===== src/rtl/irqv_pkg.sv =====
package irqv_pkg;
  localparam int NUM_SRC   = 21;
  localparam int NUM_LINE  = NUM_SRC - 1;
  localparam int IDX_W     = $clog2(NUM_SRC);
  localparam int VEC_W     = 16;
  localparam int SCI_FLAGS = 5;
  localparam int SCI_ENS   = 4;
  localparam int IDX_XIRQ  = 5;
  localparam int IDX_SCI   = NUM_SRC - 1;

  typedef enum logic [1:0] {GATE_NONE, GATE_LOCAL, GATE_X, GATE_I} gate_e;

  function automatic gate_e gate_of(input int idx);
    if (idx == 0 || idx == 3 || idx == 4) return GATE_NONE;
    if (idx == 1 || idx == 2)             return GATE_LOCAL;
    if (idx == IDX_XIRQ)                  return GATE_X;
    return GATE_I;
  endfunction

  function automatic bit has_local(input int idx);
    return (idx == 1) || (idx == 2) || (idx >= 7);
  endfunction

  function automatic logic [VEC_W-1:0] vector_of(input logic [VEC_W-1:0] top,
                                                 input logic [IDX_W-1:0] idx);
    return top - (VEC_W'(idx) << 1);
  endfunction
endpackage


===== src/rtl/irqv_qualify.sv =====
module irqv_qualify
  import irqv_pkg::*;
(
  input  logic [NUM_LINE-1:0]  src_req,
  input  logic [NUM_LINE-1:0]  src_en,
  input  logic [SCI_FLAGS-1:0] sci_flag,
  input  logic [SCI_ENS-1:0]   sci_en,
  input  logic                 mask_i,
  input  logic                 mask_x,
  output logic [NUM_SRC-1:0]   qual
);
  for (genvar g = 0; g < NUM_LINE; g++) begin : g_line
    localparam gate_e GATE = gate_of(g);
    localparam bit    LOC  = has_local(g);
    logic en_ok;
    assign en_ok = src_en[g] | !LOC;
    if (GATE == GATE_NONE) begin : g_none
      assign qual[g] = src_req[g] & en_ok;
    end else if (GATE == GATE_LOCAL) begin : g_loc
      assign qual[g] = src_req[g] & en_ok;
    end else if (GATE == GATE_X) begin : g_x
      assign qual[g] = src_req[g] & en_ok & ~mask_x;
    end else begin : g_i
      assign qual[g] = src_req[g] & en_ok & ~mask_i;
    end
  end

  logic [SCI_FLAGS-1:0] sci_en_map;
  assign sci_en_map = {sci_en[3], sci_en[2], sci_en[1], sci_en[0], sci_en[0]};
  assign qual[IDX_SCI] = (|(sci_flag & sci_en_map)) & ~mask_i;
endmodule


===== src/rtl/irqv_prio_enc.sv =====
module irqv_prio_enc #(
  parameter int N  = 21,
  parameter int IW = $clog2(N)
) (
  input  logic [N-1:0]  req,
  output logic [IW-1:0] idx,
  output logic          any
);
  always_comb begin
    idx = '0;
    any = 1'b0;
    for (int i = N - 1; i >= 0; i--) begin
      if (req[i]) begin
        idx = IW'(i);
        any = 1'b1;
      end
    end
  end

  always_comb begin
    if (any) assert (req[idx]) else $error("p_grant_pending_r7");
  end
endmodule


===== src/rtl/irq_vector_resolver.sv =====
module irq_vector_resolver
  import irqv_pkg::*;
#(
  parameter logic [VEC_W-1:0] VEC_TOP = 16'hFFFE
) (
  input  logic                 clk,
  input  logic                 rst_n,
  input  logic [NUM_LINE-1:0]  src_req,
  input  logic [NUM_LINE-1:0]  src_en,
  input  logic [SCI_FLAGS-1:0] sci_flag,
  input  logic [SCI_ENS-1:0]   sci_en,
  input  logic                 insn_bound,
  input  logic                 ack,
  input  logic                 mask_wr,
  input  logic                 mask_wr_i,
  input  logic                 mask_wr_x,
  output logic [VEC_W-1:0]     vec_addr,
  output logic                 vec_valid,
  output logic                 no_irq,
  output logic                 mask_i,
  output logic                 mask_x
);
  // reset: asserted at once, released on a clock edge
  logic [1:0] rst_pipe;
  logic       rst_s_n;
  always_ff @(posedge clk or negedge rst_n) begin
    if (!rst_n) rst_pipe <= 2'b00;
    else        rst_pipe <= {rst_pipe[0], 1'b1};
  end
  assign rst_s_n = rst_pipe[1];

  logic [VEC_W-1:0]   vec_q, vec_n;
  logic               vv_q, vv_n, ni_q, ni_n, xs_q, xs_n;
  logic               mi_q, mi_n, mx_q, mx_n;
  logic [NUM_SRC-1:0] qual;
  logic [IDX_W-1:0]   win_idx;
  logic               win_any;
  logic               take, svc;

  irqv_qualify u_qual (
    .src_req (src_req),
    .src_en  (src_en),
    .sci_flag(sci_flag),
    .sci_en  (sci_en),
    .mask_i  (mi_q),
    .mask_x  (mx_q),
    .qual    (qual)
  );

  irqv_prio_enc #(.N(NUM_SRC), .IW(IDX_W)) u_enc (
    .req(qual),
    .idx(win_idx),
    .any(win_any)
  );

  assign take = insn_bound & ~ack;
  assign svc  = ack & vv_q;

  always_comb begin
    vec_n = vec_q;
    vv_n  = vv_q;
    ni_n  = ni_q;
    xs_n  = xs_q;
    if (ack) begin
      vv_n = 1'b0;
    end else if (take) begin
      if (win_any) begin
        vec_n = vector_of(VEC_TOP, win_idx);
        vv_n  = 1'b1;
        ni_n  = 1'b0;
        xs_n  = (win_idx == IDX_W'(IDX_XIRQ));
      end else begin
        vv_n  = 1'b0;
        ni_n  = 1'b1;
      end
    end
  end

  always_comb begin
    mi_n = mi_q;
    mx_n = mx_q;
    if (mask_wr) begin
      mi_n = mask_wr_i;
      mx_n = mask_wr_x;
    end
    if (svc) begin
      mi_n = 1'b1;
      if (xs_q) mx_n = 1'b1;
    end
  end

  always_ff @(posedge clk or negedge rst_s_n) begin
    if (!rst_s_n) begin
      vec_q <= VEC_TOP;
      vv_q  <= 1'b0;
      ni_q  <= 1'b0;
      xs_q  <= 1'b0;
      mi_q  <= 1'b1;
      mx_q  <= 1'b1;
    end else begin
      vec_q <= vec_n;
      vv_q  <= vv_n;
      ni_q  <= ni_n;
      xs_q  <= xs_n;
      mi_q  <= mi_n;
      mx_q  <= mx_n;
    end
  end

  assign vec_addr  = vec_q;
  assign vec_valid = vv_q;
  assign no_irq    = ni_q;
  assign mask_i    = mi_q;
  assign mask_x    = mx_q;

  p_ack_sets_i_r10: assert property (@(posedge clk) disable iff (!rst_s_n)
    (ack && vec_valid) |=> mask_i);
  p_ack_sets_x_r10: assert property (@(posedge clk) disable iff (!rst_s_n)
    (ack && vec_valid && xs_q) |=> mask_x);
  p_ack_clears_r11: assert property (@(posedge clk) disable iff (!rst_s_n)
    ack |=> !vec_valid);
  p_vec_hold_r8: assert property (@(posedge clk) disable iff (!rst_s_n)
    !(insn_bound && !ack) |=> ($stable(vec_addr) && $stable(no_irq)));
  p_noirq_excl_r9: assert property (@(posedge clk) disable iff (!rst_s_n)
    no_irq |-> !vec_valid);
  p_noirq_masks_r9: assert property (@(posedge clk) disable iff (!rst_s_n)
    (take && !win_any && !mask_wr && !vec_valid) |=> ($stable(mask_i) && $stable(mask_x)));
endmodule


===== config.mk =====
export PLATFORM = sky130hd
export DESIGN_NAME = irq_vector_resolver
export DESIGN_NICKNAME = d
export VERILOG_FILES = /design/src/rtl/irqv_pkg.sv /design/src/rtl/irqv_qualify.sv /design/src/rtl/irqv_prio_enc.sv /design/src/rtl/irq_vector_resolver.sv
export SDC_FILE = /design/constraint.sdc
export NUM_CORES = 1
export LEC_CHECK = 0
export ABC_AREA = 1
export BUFFER_PORTS_ARGS = -buffer_cell sky130_fd_sc_hd__buf_2
export CORE_ASPECT_RATIO = 1.1
export CORE_MARGIN = 8
export CORE_UTILIZATION = 42
export DETAILED_ROUTE_END_ITERATION = 12
export PLACE_DENSITY = 0.95
export SLEW_MARGIN = 20
export SYNTH_ARGS = -nofsm -noshare
export SYNTH_HDL_FRONTEND = slang
export SYNTH_SLANG_ARGS = --single-unit

===== constraint.sdc =====
create_clock -name clk -period 1.3 [get_ports clk]
set_input_delay 0.26 -clock clk [delete_from_list [all_inputs] [get_ports clk]]
set_output_delay 0.26 -clock clk [all_outputs]
set_load 0.01 [all_outputs]

* Word-level counts from Yosys, hierarchy flattened
Cells that the tools add are included.
Storage, ports and cells: output and inout bits 20, register bits after elaboration 23, logic and storage cells 102, bits of input ports 56
Cells by class: muxes and demuxes 51, bitwise logic cells 37, add/sub/neg operators 1, reductions and logical operators 5, equality and inequality tests 1
Operators by type and width (count):
- 2-to-1 mux 5 bit | 21
- bitwise AND 1 bit | 33
- 2-to-1 mux 1 bit | 30
- subtractor 2 x 7 -> 8 bit (first input constant) | 1
- bitwise AND 5 bit | 1
- equality test 5 x 3 -> 1 bit (second input constant) | 1
- OR reduction 5 bit | 1
- nonzero test 2 bit | 2
- NOT 1 bit | 3
- AND reduction 3 bit | 1
- AND reduction 2 bit | 1

* Longest topological paths before layout
depth after elaboration 27, mapped depth 23, gate-level depth less buffers 23

* Hierarchy
From an unflattened synthesis, not the netlist that was laid out.
Unflattened totals: cell total of the unflattened synthesis 175, area total of the unflattened synthesis 1082.3 um^2
By module, submodules not included:
- irq_vector_resolver | cells an instance 62, sequential area each 309.0 um^2, instances 1, area each 608.1 um^2
- irqv_prio_enc | cells an instance 66, sequential area each 0.0 um^2, instances 1, area each 277.8 um^2
- irqv_qualify | cells an instance 47, sequential area each 0.0 um^2, instances 1, area each 196.4 um^2

* Least setup slack after synthesis
No wires, ideal clock.
path type register to register, start register mi_q (netlist: mask_i), end register vec_q[3] (netlist: vec_addr[3]), data arrival time 1817 ps, period minus slack after synthesis 1894 ps, cell stages (with the launch flop) 10, path slack -594 ps, path buffers 0, library setup time 77 ps, required time 1223 ps, cell sequence dfstp_2 -> inv_2 -> nand3_2 -> inv_2 -> nor4_4 -> nand3_2 -> or3b_4 -> nand2_4 -> inv_4 -> o21a_1
On the way: cells in the longest elaborated chain, start to end 24, elaborated cells on any way between the ends 60, classes of those cells add/sub: 1; mux: 42; bitwise: 16; reduce/logical: 1
RTL lines:
- start: declaration | line irq_vector_resolver.sv:34 | logic mi_q, mi_n, mx_q, mx_n;
- start signal: assignment | line irq_vector_resolver.sv:105 | mi_q <= mi_n;
- NOT 1 bit (*) | line irqv_qualify.sv:24, irqv_qualify.sv:30
- bitwise AND 1 bit | line irqv_qualify.sv:30 | assign qual[IDX_SCI] = (|(sci_flag & sci_en_map)) & ~mask_i;
- 2-to-1 mux 5 bit or 2-to-1 mux 1 bit (tied branches) (21 in series) | line irqv_prio_enc.sv:13 | if (req[i]) begin
- subtractor 2 x 7 -> 8 bit or AND reduction 3 bit (tied branches)
- end signal: assignment | line irq_vector_resolver.sv:101 | vec_q <= vec_n;
- end: declaration | line irq_vector_resolver.sv:32 | logic [VEC_W-1:0] vec_q, vec_n;
Mark *: on every way between the ends. The rest lies on a longest branch, timed or not. A chain may end at the register's enable or synchronous reset.

* Worst setup path in the final report
Ends and elaborated chain as after synthesis.

==> run metrics <==
top cell type by total area after synthesis=dfstp_2; Setup-failing EPs final=9; status=complete, but fails checks; Total Wirelength=3.008 mm; skew final=0.004010 ns; crit-path cells=inv_4, nand3_2, inv_2, nor4_4, nand3_2, or3b_4, nand2_4, inv_4, o21a_1; Clk pin slew, worst setup/hold paths=0.07 ns; XOR/XNOR Fraction of Synth Area=0; Area Growth Syn to Fin=54.71%; synthesized area=969.7 um2; delay-heaviest family, CP=simple AND/OR/NAND/NOR gates; RSZ-0062 raised after global routing=true; ranking of synthesized cells by area=dfstp_2, nand2_1, dfrtp_1; dpl ws=-0.6282 ns; share of Yosys cell area claimed by the top area cell type=0.1897; dpl hpwl=2.549 mm; required time worst endpoint=1.51 ns; YS warnings=0; drt initial violations=33; Max Clk Rate=504.3 MHz; nature of the critical path startpoint=register; Max Root-Sink Buffers=2; failing checks=setup timing; worst setup margin=-0.6829 ns; sequential cell area fraction in the yosys report=0.3187; WL met3=290 um; met1 WL=1.099 mm; TritonCTS Buffers=3; core area=2207 um2; Max rail drop VDD=768.4 uV; Die Y=66.40 um; Vias=1129; Initial Util=0.4393; Placed Area=1386 um2; Clock Latency Late Sink=0.27 ns; Crit. End Element=register; Worst path max stage delay=0.57 ns; critical path depth in cells=9; largest net degree at the start of global routing=11; Via density=4.627; uppermost routed layer=met3; Post-DRT Antenna Nets=0; depth of the most critical reg-to-reg path=9; grt ovf=0; Max Cap Viol=0; IO Pins=76; leakage power=0.8279 nW; # nets final=271; Filler Cell Count=192; Tcrit/Tclk final=1.525; GPL Wtd Cong=0.9180; minimum clock period=1.983 ns; number of global-route vias before repair=1142; Hold Vio Cnt, Final=0; CTS tree=done; DIE AREA=4104 um2; Multi-input gate area=604.3 um2; register bit count reported by yosys=12; Ant. Diodes=0; WP data arrival=2.19 ns; WL/cell=12.33 um; CP Class=register to register; post-route cell area=1500 um2; Buf/Inv on CP=3; post-synthesis simple-gate area fraction=0.4387; Post-Synth Adder-Cell Area=0; final max-slew violation count=0; H-tree depth=1; register area=309.0 um2; pwr dens=815.1 nW/um2; Unique masters post-synth=26; mean post-synth cell area=7.291 um2; mux contribution to synthesized area=0; cell row count=18; initial antenna violation count=0; Total GRT Usage=0.1411; crit-path max FO=7; Die Width=61.82 um; main combinational cell family by area after synthesis=simple AND/OR/NAND/NOR gates; first-pass GRT wire length=4.450 mm; Synth Instances=133; slowest cell on the critical path=dfstp_2; WL met2=1.619 mm; share of layout cells above drive strength 1=0.5327; TritonRoute pass-1 iters=4; total negative slack=-5.139 ns; CTS Root Cell=clkbuf_4; DRC viols=0; Compound-Gate Fraction of Synth Area=0.1006; quantity of I/O buffers inserted on ports=59; clk sinks=12; Hold Path Class=register to async pin
cell families (layout without fill, tap and decap cells):
logic type / after synthesis / after routing
AND/OR/NAND/NOR: 82 / 82
flip-flops: 12 / 12
buffers and inverters: 21 / 92
AO/OA/AOI/OAI: 16 / 16
other: 2 / 12
state kept, by name, indices dropped and copies added (netlist names):
register   cells
mask_x         1
vec_valid      1
xs_q           1
mask_i         1
no_irq         1
vec_addr       5
rst_pipe       2
cells in the mapped netlist (all sizes together):
cell type	count
a21oi	5
a22o	1
a31oi	2
a41oi	1
buf	12
conb	2
dfrtp	5
dfstp	7
inv	9
nand2	52
nand3	15
nand4	2
nor2	10
nor3	1
nor4	1
o211ai	2
o21a	1
o21ai	4
or3b	1
metal layers:
metal | global-route usage | vias up
li1 | - | 577
met1 | 0.1332 | 506
met2 | 0.2707 | 46
met3 | 0.04280 | 0
met4 | 0.04843 | 0
met5 | 0 | -
report_power, final:
| part | total [mW] | switching (mW) | internal, mW |
|---|---|---|---|
| logic | 0.479 | 0.250 | 0.230 |
| registers | 0.450 | 0.0261 | 0.424 |
| clock network | 0.293 | 0.123 | 0.170 |
| total | 1.22 | 0.399 | 0.824 |
cells in the final DEF (no fill, tap or decap), drive strengths merged:
cell type / count
a21oi: 5
a22o: 1
a31oi: 2
a41oi: 1
buf: 78
clkbuf: 4
conb: 12
dfrtp: 5
dfstp: 7
dlygate4sd3: 1
inv: 9
nand2: 52
nand3: 15
nand4: 2
nor2: 10
nor3: 1
nor4: 1
o211ai: 2
o21a: 1
o21ai: 4
or3b: 1
per-stage QoR:
step	utilization	power [mW]	hold WS (ns)	cells
6_report	0.6797	1.223	0.1531	244
5_1_grt	0.6797	1.308	0.1823	244
4_1_cts	0.6638	1.210	0.1636	242
3_5_place_dp	0.6281	0.8924	0.04710	237
3_3_place_gp	0.6281	0.8784	0.04505	237
2_1_floorplan	-	0.6968	-0.03559	143
cell type report:
cell class / count / area share
well taps: 30 / 0.02502
multi-input cells: 110 / 0.4028
clock buffers: 4 / 0.02419
inverters: 9 / 0.02585
flip-flops and latches: 12 / 0.2060
repair buffers: 79 / 0.3161
path summary, 6_finish.rpt:
kind                                      endpoint  slack (ns)                  start
min in group clk                  mask_x$_DFF_PN1_        0.19                mask_wr
max in group asynchronous  vec_addr[3]$_DFFE_PN1P_        0.83  rst_pipe[1]$_DFF_PN0_
min                          vec_valid$_DFFE_PN0P_        0.15  rst_pipe[1]$_DFF_PN0_
max                        vec_addr[3]$_DFFE_PN1P_       -0.68     mask_i$_DFFE_PN1P_
min reg2reg                  vec_valid$_DFFE_PN0P_        0.15  rst_pipe[1]$_DFF_PN0_
max reg2reg                vec_addr[3]$_DFFE_PN1P_       -0.68     mask_i$_DFFE_PN1P_
what timing repair did:
| item | in CTS | in global routing |
|---|---|---|
| endpoints found under the setup margin | 9 | 9 |
| pin swaps | 1 | 1 |
| endpoints found under the hold margin | 2 | 0 |
| buffers inserted | 0 | 2 |
| hold buffers | 1 | 0 |
| gates resized for setup | 7 | 6 |
No activity file was read; power rests on OpenSTA's default activity.
